==> config.mk <==
export PLATFORM = sky130hd
export DESIGN_NAME = wdt_two_phase
export DESIGN_NICKNAME = d
export VERILOG_FILES = /design/src/rtl/wdt_two_phase_pkg.sv /design/src/rtl/wdt_two_phase_dp.sv /design/src/rtl/wdt_two_phase_ctrl.sv /design/src/rtl/wdt_two_phase.sv
export SDC_FILE = /design/constraint.sdc
export NUM_CORES = 1
export LEC_CHECK = 0
export ABC_AREA = 1
export CELL_PAD_IN_SITES_DETAIL_PLACEMENT = 0
export CELL_PAD_IN_SITES_GLOBAL_PLACEMENT = 2
export CORE_MARGIN = 2
export CORE_UTILIZATION = 28
export CTS_CLUSTER_SIZE = 25
export DETAILED_ROUTE_END_ITERATION = 7
export PLACE_DENSITY_LB_ADDON = 0.1
export SLEW_MARGIN = 0
export SYNTH_ARGS = -nofsm -noshare
export SYNTH_HDL_FRONTEND = slang
export SYNTH_SLANG_ARGS = --single-unit
==> constraint.sdc <==
create_clock -name clk -period 2.5 [get_ports clk]
set_input_delay 0.5 -clock clk [delete_from_list [all_inputs] [get_ports clk]]
set_output_delay 0.5 -clock clk [all_outputs]
set_load 0.1 [all_outputs]
==> src/rtl/wdt_two_phase_pkg.sv <==
package wdt_two_phase_pkg;
  localparam int CNT_W  = 5;
  localparam int PS_W   = 2;
  localparam int MODE_W = 2;

  localparam logic [MODE_W-1:0] KIND_CHIP = 2'd0;
  localparam logic [MODE_W-1:0] KIND_CPU  = 2'd1;
  localparam logic [MODE_W-1:0] KIND_SW   = 2'd2;

  typedef enum logic [1:0] {
    ST_WARN = 2'd0,
    ST_BITE = 2'd1,
    ST_DONE = 2'd2
  } stage_e;

  typedef struct packed {
    logic             clear;
    logic             run;
    logic [PS_W-1:0]  prescale;
    logic [CNT_W-1:0] limit;
  } dpCtrl_t;
endpackage

==> src/rtl/wdt_two_phase_dp.sv <==
module wdt_two_phase_dp
  import wdt_two_phase_pkg::*;
#(
  parameter int TICK_EXP = 25
) (
  input  logic    clk,
  input  logic    rst_n,
  input  dpCtrl_t dpCtl,
  output logic    phaseEnd
);
  localparam int PRE_W = TICK_EXP + (1 << PS_W) - 1;

  logic [PRE_W-1:0] preCnt;
  logic [CNT_W-1:0] tickCnt;
  logic [PRE_W:0]   span;
  logic             tickNow;

  always_comb begin
    span    = ({{PRE_W{1'b0}}, 1'b1} << (TICK_EXP + int'(dpCtl.prescale))) - 1'b1;
    tickNow = ({1'b0, preCnt} >= span);
  end

  assign phaseEnd = dpCtl.run && !dpCtl.clear && tickNow && (tickCnt == dpCtl.limit);

  always_ff @(posedge clk) begin
    if (!rst_n || dpCtl.clear) begin
      preCnt  <= '0;
      tickCnt <= '0;
    end else if (dpCtl.run) begin
      if (tickNow) begin
        preCnt  <= '0;
        tickCnt <= (tickCnt == dpCtl.limit) ? '0 : tickCnt + 1'b1;
      end else begin
        preCnt <= preCnt + 1'b1;
      end
    end
  end
endmodule

==> src/rtl/wdt_two_phase_ctrl.sv <==
module wdt_two_phase_ctrl
  import wdt_two_phase_pkg::*;
#(
  parameter int ADDR_W = 4
) (
  input  logic              clk,
  input  logic              rst_n,
  input  logic              wrEn,
  input  logic [ADDR_W-1:0] addr,
  input  logic [31:0]       wrData,
  output logic [31:0]       rdData,
  input  logic              phaseEnd,
  output dpCtrl_t           dpCtl,
  output logic              irqOut,
  output logic              reqChip,
  output logic              reqCpu,
  output logic              reqSw
);
  localparam logic [ADDR_W-1:0] OFS_KICK = ADDR_W'(4'h0);
  localparam logic [ADDR_W-1:0] OFS_STAT = ADDR_W'(4'h4);
  localparam logic [ADDR_W-1:0] OFS_CTRL = ADDR_W'(4'h8);

  logic              enable;
  logic [PS_W-1:0]   scaleSel;
  logic [CNT_W-1:0]  warnTicks;
  logic [CNT_W-1:0]  biteTicks;
  logic [MODE_W-1:0] kind;
  stage_e            stage;
  logic              warnFlag;
  logic              biteFlag;

  logic kick, wrStat, wrCtrl, warnEnd, biteEnd;
  logic unusedWrBits;

  assign kick    = wrEn && (addr == OFS_KICK) && wrData[31];
  assign wrStat  = wrEn && (addr == OFS_STAT);
  assign wrCtrl  = wrEn && (addr == OFS_CTRL);
  assign warnEnd = !kick && phaseEnd && (stage == ST_WARN);
  assign biteEnd = !kick && phaseEnd && (stage == ST_BITE);
  assign unusedWrBits = ^{wrData[28:27], wrData[21:20], wrData[14:2]};

  always_comb begin
    dpCtl.run      = (enable || stage != ST_WARN) && (stage != ST_DONE);
    dpCtl.clear    = kick || (!enable && stage == ST_WARN);
    dpCtl.prescale = scaleSel;
    dpCtl.limit    = (stage == ST_BITE) ? biteTicks : warnTicks;
  end

  always_comb begin
    case (addr)
      OFS_STAT: rdData = {warnFlag, biteFlag, 30'd0};
      OFS_CTRL: rdData = {enable, scaleSel, 2'd0, warnTicks, 2'd0, biteTicks, 13'd0, kind};
      default:  rdData = 32'd0;
    endcase
  end

  always_ff @(posedge clk) begin
    if (!rst_n) begin
      enable    <= 1'b0;
      scaleSel  <= '0;
      warnTicks <= '0;
      biteTicks <= '0;
      kind      <= KIND_CPU;
    end else if (wrCtrl) begin
      enable    <= wrData[31];
      scaleSel  <= wrData[30:29];
      warnTicks <= wrData[26:22];
      biteTicks <= wrData[19:15];
      kind      <= wrData[1:0];
    end
  end

  always_ff @(posedge clk) begin
    if (!rst_n) begin
      stage    <= ST_WARN;
      warnFlag <= 1'b0;
      biteFlag <= 1'b0;
      reqChip  <= 1'b0;
      reqCpu   <= 1'b0;
      reqSw    <= 1'b0;
    end else begin
      if (kick)         stage <= ST_WARN;
      else if (warnEnd) stage <= ST_BITE;
      else if (biteEnd) stage <= ST_DONE;

      if (warnEnd)                     warnFlag <= 1'b1;
      else if (wrStat && wrData[31])   warnFlag <= 1'b0;
      if (biteEnd)                     biteFlag <= 1'b1;
      else if (wrStat && wrData[30])   biteFlag <= 1'b0;

      if (biteEnd) begin
        if (kind == KIND_CHIP) reqChip <= 1'b1;
        if (kind == KIND_CPU)  reqCpu  <= 1'b1;
        if (kind == KIND_SW)   reqSw   <= 1'b1;
      end
    end
  end

  assign irqOut = warnFlag;

  // Only one kind of reset may ever be requested
  assert_req_onehot_R4: assert property (@(posedge clk) disable iff (!rst_n)
    $onehot0({reqChip, reqCpu, reqSw}));

  // Requests are held until system reset
  assert_req_held_R4: assert property (@(posedge clk) disable iff (!rst_n)
    (reqChip || reqCpu || reqSw) |=> (reqChip || reqCpu || reqSw));

  // A request only appears together with the second-stage flag
  assert_req_with_flag_R3: assert property (@(posedge clk) disable iff (!rst_n)
    $rose(reqChip || reqCpu || reqSw) |-> biteFlag);

  // The interrupt flag rises only as the second stage begins
  assert_irq_stage_R2: assert property (@(posedge clk) disable iff (!rst_n)
    $rose(warnFlag) |-> (stage == ST_BITE));

  // Without a kick, the second stage cannot fall back to the first
  assert_no_stop_R7: assert property (@(posedge clk) disable iff (!rst_n)
    (stage == ST_BITE && !kick) |=> (stage != ST_WARN));
endmodule

==> src/rtl/wdt_two_phase.sv <==
module wdt_two_phase
  import wdt_two_phase_pkg::*;
#(
  parameter int TICK_EXP = 25,
  parameter int ADDR_W   = 4
) (
  input  logic              clk,
  input  logic              rst_n,
  input  logic              wrEn,
  input  logic [ADDR_W-1:0] addr,
  input  logic [31:0]       wrData,
  output logic [31:0]       rdData,
  output logic              irqOut,
  output logic              reqChip,
  output logic              reqCpu,
  output logic              reqSw
);
  dpCtrl_t dpCtl;
  logic    phaseEnd;

  wdt_two_phase_ctrl #(.ADDR_W(ADDR_W)) uCtrl (
    .clk(clk), .rst_n(rst_n), .wrEn(wrEn), .addr(addr), .wrData(wrData),
    .rdData(rdData), .phaseEnd(phaseEnd), .dpCtl(dpCtl), .irqOut(irqOut),
    .reqChip(reqChip), .reqCpu(reqCpu), .reqSw(reqSw)
  );

  wdt_two_phase_dp #(.TICK_EXP(TICK_EXP)) uDp (
    .clk(clk), .rst_n(rst_n), .dpCtl(dpCtl), .phaseEnd(phaseEnd)
  );
endmodule

Word-level counts from Yosys, hierarchy flattened --
Index checks and enable logic that the tools add are counted.
Storage, ports and cells: register bits 55, bits of input ports 39, output and inout bits 36, logic and storage cells 72
Operators by class: add/subtract/negate cells 4, magnitude comparators 1, equal/unequal tests 7, shift-type cells 1, multiplexer cells 10, bitwise logic cells 1, reductions and logical operators 34
Operators by type and width (count):
- $pmux W32 S2 | 1
- $shl A1 B32 Y29 const A | 1
- $ge A28 B29 Y1 | 1
- $sub A29 B1 Y29 const B | 1
- $add A28 B1 Y28 const B | 1
- $mux W28 | 1
- $logic_and A1 B1 Y1 | 14
- $mux W5 | 2
- $reduce_and A2 Y1 | 4
- $reduce_bool A2 Y1 | 4
- $add A5 B2 Y6 const A | 1
- $mux W1 | 6
- $add A5 B1 Y5 const B | 1
- $eq A5 B5 Y1 | 1
- $eq A2 B1 Y1 const B | 2
- $eq A4 B3 Y1 const B | 1
- $eq A4 B4 Y1 const B | 1
- $logic_not A1 Y1 | 4
- $logic_not A2 Y1 | 2
- $logic_not A4 Y1 | 1
- $logic_or A1 B1 Y1 | 3
- $reduce_or A3 Y1 | 1
- $eq A2 B2 Y1 const B | 1
- $ne A2 B2 Y1 const B | 1
- 2 further kinds | 2

Logic depth before layout (Yosys ltp) --
Gate-level depths: netlist of run 1.
depth after elaboration 12, depth in mapped cells 14, mapped depth without buffers 14

Cells and area by module --
A second synthesis of run 1 with hierarchy kept.
Second synthesis, totals: cell total of the unflattened synthesis 426, area total of the unflattened synthesis 3031.7 µm²
By module, submodules not included:
- wdt_two_phase_dp | times used 1, cells an instance 265, area an instance 1874.3 µm², seq. area each 660.6 µm²
- wdt_two_phase_ctrl | times used 1, cells an instance 161, area an instance 1157.4 µm², seq. area each 440.4 µm²

Worst setup path after synthesis of run 1 --
OpenSTA, ideal clock, no wires.
kind input -> output, start point input port addr[1], end point output port rdData[30], data arrival time 3.148 ns, required time 2.000 ns, path slack -1.148 ns, cell stages on the path 5, cell sequence nor2_1 > inv_1 > nor3_1 > inv_1 > o21ai_0
On the way: cells in the longest elaborated chain, start to end 2, elaborated cells on any way between the ends 3, classes of those cells eq/ne (2); mux (1)
RTL lines:
- start: declaration | RTL line wdt_two_phase.sv:10 | input logic [ADDR_W-1:0] addr,
- $eq A4 B4 Y1 / $eq A4 B3 Y1 (equally long branches) | RTL line wdt_two_phase_ctrl.sv:50 | case (addr)
- $pmux W32 S2 (*) | RTL line wdt_two_phase_ctrl.sv:50
- end: declaration | RTL line wdt_two_phase.sv:12 | output logic [31:0] rdData,
Mark *: on every way between the ends. The rest lies on a longest branch, timed or not.

Worst setup path after layout of run 1 --
start point input port addr[1], end point output port rdData[29]
The elaborated chain is that of the path after synthesis.

==> out/results.ini, run 1 <==
[critical_path]
crit_required_ps=2000
max_stage_delay_ps=410
crit_path_cell_trace=clkdlybuf4s50_1 > nor2_2 > inv_1 > nor3_2 > inv_2 > buf_4 > nor2_4 > buf_12
end_kind=output pin
crit_buf_inv=5
reg2reg_slack_ps=520
slowest_stage=clkdlybuf4s50_1
regToRegStartpoint=uCtrl.stage[0]
cp_top_family=buffers and inverters
cp_data_arrival_time_ps=1910
rr_worst_depth=10
crit_path_start_kind=input pin
r2r_end=uDp.tickCnt[3]
cp_max_fo=8
crit_type=input pin to output pin

[clocking]
cts.path.max_buffers=2
postCtsSetupBuffers=0
cts_buffers=5
htree_num_levels=2
cts_tree=built
path_clk_slew_ps=100
clk_latency_ps=300
cts.sinks=55
cts_root_buf=clkbuf_8

[cells_and_area]
fillerInstances=1204
multi_input_area_um2=1743
diodes=0
fin_area_um2=3925
drive_gt1_share_pct=13.86
final_common_cell=nand2_1
regArea_um2=1101
syn_to_final_growth_pct=28.36
final_cell_mix=92 x nand2_1, 61 x nor2_1, 55 x dfxtp_1, 47 x inv_1, 34 x nand3_1
stdcell_count=645
final_util_pct=36.53
fin_nets=550

[floorplan]
core_region_area_um2=10750
die_area_um2=11770
initial_core_util_pct=28.46
num_io_pins=75
dieWidth_um=108.5
die_h_um=108.5
rows=38

[global_route]
met1_usage_pct=17.80
grtUsageMet2_pct=22.41
grt_pass1_wl_um=12830
overflow=0
top_usage_layer=met2
antenna_found_initial=0
grt_usage_pct=13.39
grt_pass1_vias=2737
grt_max_degree=26
global_route.usage.met3_pct=2.592

[placed_design]
gp_congestion=0.7788
placed_cell_area_um2=3826
dp_hpwl_um=5836
port_buffers=40
dp.cells=638

[power]
p_total_mw=1.611
leakage_nw=1.419
powerDensity_nw_per_um2=410.5
ir_worst_vdd_v=0.0002227

[logic_synthesis]
ys_types=33
avgSynthCellArea_um2=6.721
netlist_instances=455
yosysSeqAreaShare_pct=36.01
yosys-top-cells-area=dfxtp_1 36%, nand2_1 11%, nor2_1 8.8%
syn-cell-area_um2=3058
synth-warning-count=0
ys_ff_latch=55
yosysTopAreaCell=dfxtp_1
synth_top_area_share_pct=36.01

[sta]
rsz0062_at_grt=yes
drv_slew=0
fin_crit_sh_pct=96.22
hold_viol_final=0
finalSetupViolations=0
skew_ps=6.899
finalCriticalPeriod_ps=2405
max_freq_mhz=415.7
hold_ws_ps=458.6

[routing]
drt_first_pass_iters=4
drtIter0Drc=111
viasPerCell=4.340
wl_per_cell_um=11.44
ant_nets=0
routed_wl_um=7381
vias=2799
drc=0

[worst_hold_path]
worstHoldPathCells=2
min-delay-start=uCtrl.reqCpu
min_to=uCtrl.reqCpu
holdCritPathClass=register to register

[run_status]
status=finished clean

[job]
maxCapViolCount=0

[through the flow]
stage	worst slack, ps	TNS (ps)
after floorplan	-395.2	-2628
after global placement	-24.36	-137.8
after detailed placement	-39.87	-280.3
after CTS	83.09	0
after global routing	-21.48	-106.2
final	94.51	0
[tightest hold or removal path, stage by stage, from the launching register on]
cell     delay (ps)
dfxtp_1         320
inv_1            50
a21oi_1          50
[cell families (layout without fill, tap and decap cells)]
group | count (synthesis) | count (layout) | synth area share, %
adder cells (fa/ha/maj) | 6 | 6 | 2.455
other | 1 | 18 | 0.1226
buffers and inverters | 76 | 109 | 11.78
XOR/XNOR | 11 | 11 | 3.150
flip-flops | 55 | 55 | 36.01
AND/OR/NAND/NOR | 247 | 247 | 36.09
AO/OA/AOI/OAI | 59 | 59 | 10.39
[synthesized netlist by cell type]
cell      number
nand3_1       34
nor2_4         2
nand3_2        2
o31ai_1        1
nor2_1        72
nand3b_1       3
xor2_1         5
clkbuf_1       5
nor4_1         2
and3_1         1
nor3_1        18
nand2_2        4
inv_1         48
and2_1         1
nand4_1        6
buf_4         20
nand4_2        1
inv_2          3
a21oi_1       32
o21bai_1       1
o22ai_1        1
o21ai_0       21
dfxtp_1       55
xnor2_1        6
nor3_2         1
conb_1         1
a21o_1         1
nor2_2         6
nand2_1       92
a21oi_4        1
a211oi_1       1
ha_1           6
nor3b_1        2
[state kept, by name, summed over array words and instances, names as in the netlist]
signal and cells:
uCtrl.reqCpu 1, uCtrl.irqOut 1, uCtrl.scaleSel 2, uCtrl.reqChip 1, uCtrl.enable 1, uCtrl.reqSw 1
uCtrl.biteTicks 5, uCtrl.stage 2, uDp.tickCnt 5, uCtrl.kind 2, uDp.preCnt 28, uCtrl.warnTicks 5
uCtrl.biteFlag 1
[power breakdown]
group / total [mW] / switching [mW] / internal (mW) / leakage (nW)
clock: 0.508 / 0.290 / 0.219 / 0.0470
sequential: 0.884 / 0.00335 / 0.881 / 0.443
combinational: 0.219 / 0.166 / 0.0525 / 0.929
[worst max-delay path by stage]
stage / start / endpoint / slack (ps) / depth (start not counted)
final: addr[1] / rdData[29] / 90 / 8
after global routing: addr[1] / rdData[29] / -20 / 8
after CTS: addr[1] / rdData[16] / 80 / 8
after detailed placement: addr[1] / uDp.preCnt[12] / -40 / 11
after global placement: addr[1] / rdData[16] / -20 / 8
after floorplan: addr[1] / rdData[30] / -400 / 5
[area by class of cell]
cell class                 count  area share [%]
multi-input combinational    341           44.41
sequential                    55           28.05
clock inverter                 1          0.1275
timing repair buffer          51           15.97
inverter                      51           4.877
tap                          140           4.463
clock buffer                   6           2.104
[per-layer routing]
metal / wire, um / share of wire, %
met1: 3613 / 49
met2: 3399 / 46
met3: 281 / 3.8
met4: 87 / 1.2
met5: 0 / 0
[timing repair]
| item | 4_1_cts | 5_1_grt |
|---|---|---|
| gates resized for setup | 2 | 2 |
| hold buffers | 0 | 0 |
| setup endpoints to repair | 9 | 6 |
| pin swaps | 0 | 1 |
Note: power is estimated with default switching activity, not from simulation.
==> inputs of run 2 (changes only) <==
--- a/config.mk
+++ b/config.mk
@@ -5,11 +5,12 @@
 export SDC_FILE = /design/constraint.sdc
 export NUM_CORES = 1
 export LEC_CHECK = 0
-export ABC_AREA = 1
+export ABC_AREA = 0
+export CAP_MARGIN = 20
 export CELL_PAD_IN_SITES_DETAIL_PLACEMENT = 0
 export CELL_PAD_IN_SITES_GLOBAL_PLACEMENT = 2
 export CORE_MARGIN = 2
-export CORE_UTILIZATION = 28
+export CORE_UTILIZATION = 31
 export CTS_CLUSTER_SIZE = 25
 export DETAILED_ROUTE_END_ITERATION = 7
 export PLACE_DENSITY_LB_ADDON = 0.1
==> run 2 against run 1 <==
Effect of this change:
- critical path depth shrank 3
- power rose by 5.5%
- clock skew barely moved
- die area fell by 12%
- sequential power barely moved
- sequential share of layout area is 0.99 points higher
- synthesized area shrank 2.7%
- register-to-register slack got worse by 340 ps
- final cell count shrank 18%
==> out/results.ini, run 2 <==
[critical_path]
crit_buf_inv=2  ; -3
cp_max_fo=4  ; -4
reg2reg_slack_ps=180  ; -340 ps
r2r_end=uCtrl.reqChip
crit_type=input pin to output pin
crit_path_cell_trace=clkdlybuf4s50_1 > nor3_1 > and2_1 > a22o_2 > buf_12
cp_data_arrival_time_ps=1870  ; -40 ps
regToRegStartpoint=uCtrl.scaleSel[1]
end_kind=output pin
slowest_stage=clkdlybuf4s50_1
cp_top_family=buffers and inverters
crit_required_ps=2000  ; about the same
max_stage_delay_ps=430  ; +20 ps
crit_path_start_kind=input pin
rr_worst_depth=8  ; -2

[logic_synthesis]
ys_types=56  ; +70%
synth-warning-count=0  ; unchanged
yosysSeqAreaShare_pct=37.01  ; +1.0 points
synth_common_cells=59 x nand2_1, 55 x dfxtp_1, 36 x nor2_1
ys_ff_latch=55  ; unchanged
yosys-top-cells-area=dfxtp_1 37%, nand2_1 7.4%, xor2_1 6.2%
syn-cell-area_um2=2975  ; -2.7%
ys.flop_type=dfxtp_1
yosysMostFrequentCell=nand2_1
netlist_instances=356  ; -22%
synth_edf_count=0  ; unchanged
avgSynthCellArea_um2=8.358  ; +24%
ys_async_sr_fraction_pct=0  ; unchanged
synth_top_area_share_pct=37.01  ; +1.0 points
yosysTopAreaCell=dfxtp_1

[clocking]
cts.path.max_buffers=2  ; unchanged
cts_root_buf=clkbuf_8
postCtsSetupBuffers=0  ; unchanged
post_cts_resized=0  ; -2
cts_buffers=5  ; unchanged
cts_hold_buffers=0  ; unchanged
clk_latency_ps=310  ; about the same
path_clk_slew_ps=90  ; about the same
cts.sinks=55  ; unchanged
htree_num_levels=2  ; unchanged
cts_tree=built

[placed_design]
port_buffers=40  ; unchanged
gp_congestion=0.7488  ; -3.9%
placed_cell_area_um2=3674  ; -4.0%
dp_hpwl_um=5198  ; -11%

[sta]
setup_tns_ps=0  ; unchanged
rsz0062_at_grt=no
drv_slew=0  ; unchanged
finalSetupViolations=0  ; unchanged
max_freq_mhz=422.3  ; +1.6%
finalCriticalPeriod_ps=2368  ; -37.78 ps
fin_crit_sh_pct=94.71  ; -1.5 points
worstMarginPinSlew_ps=538.0
maxSlewHeadroom_pct=64.04
hold_viol_final=0  ; unchanged
skew_ps=7.292  ; +0.3932 ps

[routing]
drtIter0Drc=102  ; -8.1%
ant_nets=0  ; unchanged
wl_per_cell_um=12.94  ; +13%
routed_wl_um=6871  ; -6.9%
drc=0  ; unchanged
viasPerCell=4.514  ; +4.0%
drt_first_pass_iters=4  ; unchanged
vias=2397  ; -14%

[global_route]
global_route.usage.met3_pct=3.420  ; +0.83 points
antenna_found_initial=0  ; unchanged
grt_max_degree=29  ; +12%
overflow=0  ; unchanged
met1_usage_pct=18.11  ; +0.30 points
grt_pass1_vias=2315  ; -15%
grt_usage_pct=13.81  ; +0.42 points
grt_pass1_wl_um=11430  ; -11%
grtUsageMet2_pct=22.87  ; +0.46 points
top_usage_layer=met2

[power]
ir_worst_vdd_v=0.0002431  ; +9.2%
powerDensity_nw_per_um2=448.2  ; +9.2%
leakage_nw=1.319  ; -7.1%
p_total_mw=1.699  ; +5.5%

[cells_and_area]
fin_area_um2=3791  ; -3.4%
syn_to_final_growth_pct=27.42
largest_reg_flops=28  ; unchanged
fillerInstances=961  ; -20%
fin_nets=446  ; -19%
final_common_cell=nand2_1
diodes=0  ; unchanged
regMostFlops=uDp.preCnt
drive_gt1_share_pct=17.66  ; +3.8 points
final_cell_mix=59 x nand2_1, 55 x dfxtp_1, 36 x nor2_1, 22 x nand3_1

[floorplan]
die_h_um=102.0  ; -6.0%
core_region_area_um2=9284  ; -14%
die_area_um2=10400  ; -12%
rows=35  ; -7.9%
dieWidth_um=102.0  ; -6.0%
initial_core_util_pct=32.05  ; +3.6 points
num_io_pins=75  ; unchanged

[worst_hold_path]
min-delay-start=uCtrl.reqSw
min_to=uCtrl.reqSw
worstHoldPathCells=2  ; unchanged
holdCritPathClass=register to register

[run_status]
status=finished clean

[job]
maxCapViolCount=0  ; unchanged

[run 2: changes by cell type after synthesis, moves of 14 or more]
cell      previous run  this run
a21oi_1             32         5
and2_1               1        15
xor2_1               5        21
o21ai_0             21         2
nand2_1             92        59
inv_1               48         9
a21boi_0             0        17
nor2_1              72        36
[run 2: cell type report]
cell class                      instances  area (um2)  share of cell area, %
Multi-Input combinational cell        279        1729                  45.61
Tap cell                              129       161.4                  4.257
Clock buffer                            6       82.58                  2.178
Inverter                                9       33.78                 0.8911
Timing Repair Buffer                   51       648.1                  17.10
Clock inverter                          2       35.03                 0.9241
Sequential cell                        55        1101                  29.04
[run 2: worst min-delay path: cells and delay by family (launching register included)]
family | cells | cell delay, ps
compound gates | 1 | 40
flops | 1 | 320
simple gates | 1 | 70
[run 2: logic make-up (layout without fill, tap and decap cells)]
group	Yosys count	after routing	synth area share [%]
and+or+nand+nor	177	177	30.53
AOI/OAI and AO/OA	44	44	11.78
other	1	18	0.1260
muxes	4	4	1.346
DFF	55	55	37.01
buffers and inverters	39	68	7.864
adders and majority gates	6	6	2.523
xor gates and xnor gates	30	30	8.831
[run 2: through the flow]
| stage | util (%) | std cells | hold WS [ps] | worst slack [ps] |
|---|---|---|---|---|
| floorplan | - | 373 | 440.3 | 79.68 |
| global placement | 39.57 | 523 | 449.2 | 116.6 |
| detailed placement | 39.57 | 523 | 456.1 | 109.3 |
| CTS | 40.84 | 531 | 470.5 | 109.3 |
| global route | 40.84 | 531 | 494.6 | 60.69 |
| finish | 40.84 | 531 | 465.7 | 132.3 |
[run 2: worst max-delay path by stage]
stage | endpoint | cells after the start | slack, ps | start
after floorplan | rdData[0] | 3 | 80 | addr[1]
after global placement | rdData[31] | 5 | 120 | addr[1]
after detailed placement | rdData[31] | 5 | 110 | addr[1]
after CTS | rdData[31] | 5 | 110 | addr[1]
after global routing | rdData[31] | 5 | 60 | addr[1]
final | rdData[31] | 5 | 130 | addr[1]
[run 2: metal layers]
| metal | vias up | share of wire [%] |
|---|---|---|
| li1 | 1261 | - |
| met1 | 1086 | 48 |
| met2 | 43 | 47 |
| met3 | 7 | 4.2 |
| met4 | 0 | 0.99 |
| met5 | - | 0 |
[run 2: power breakdown]
group	switching [mW]	internal (mW)
registers	0.00314	0.879
logic	0.147	0.0472
clock network	0.298	0.325
total	0.449	1.25
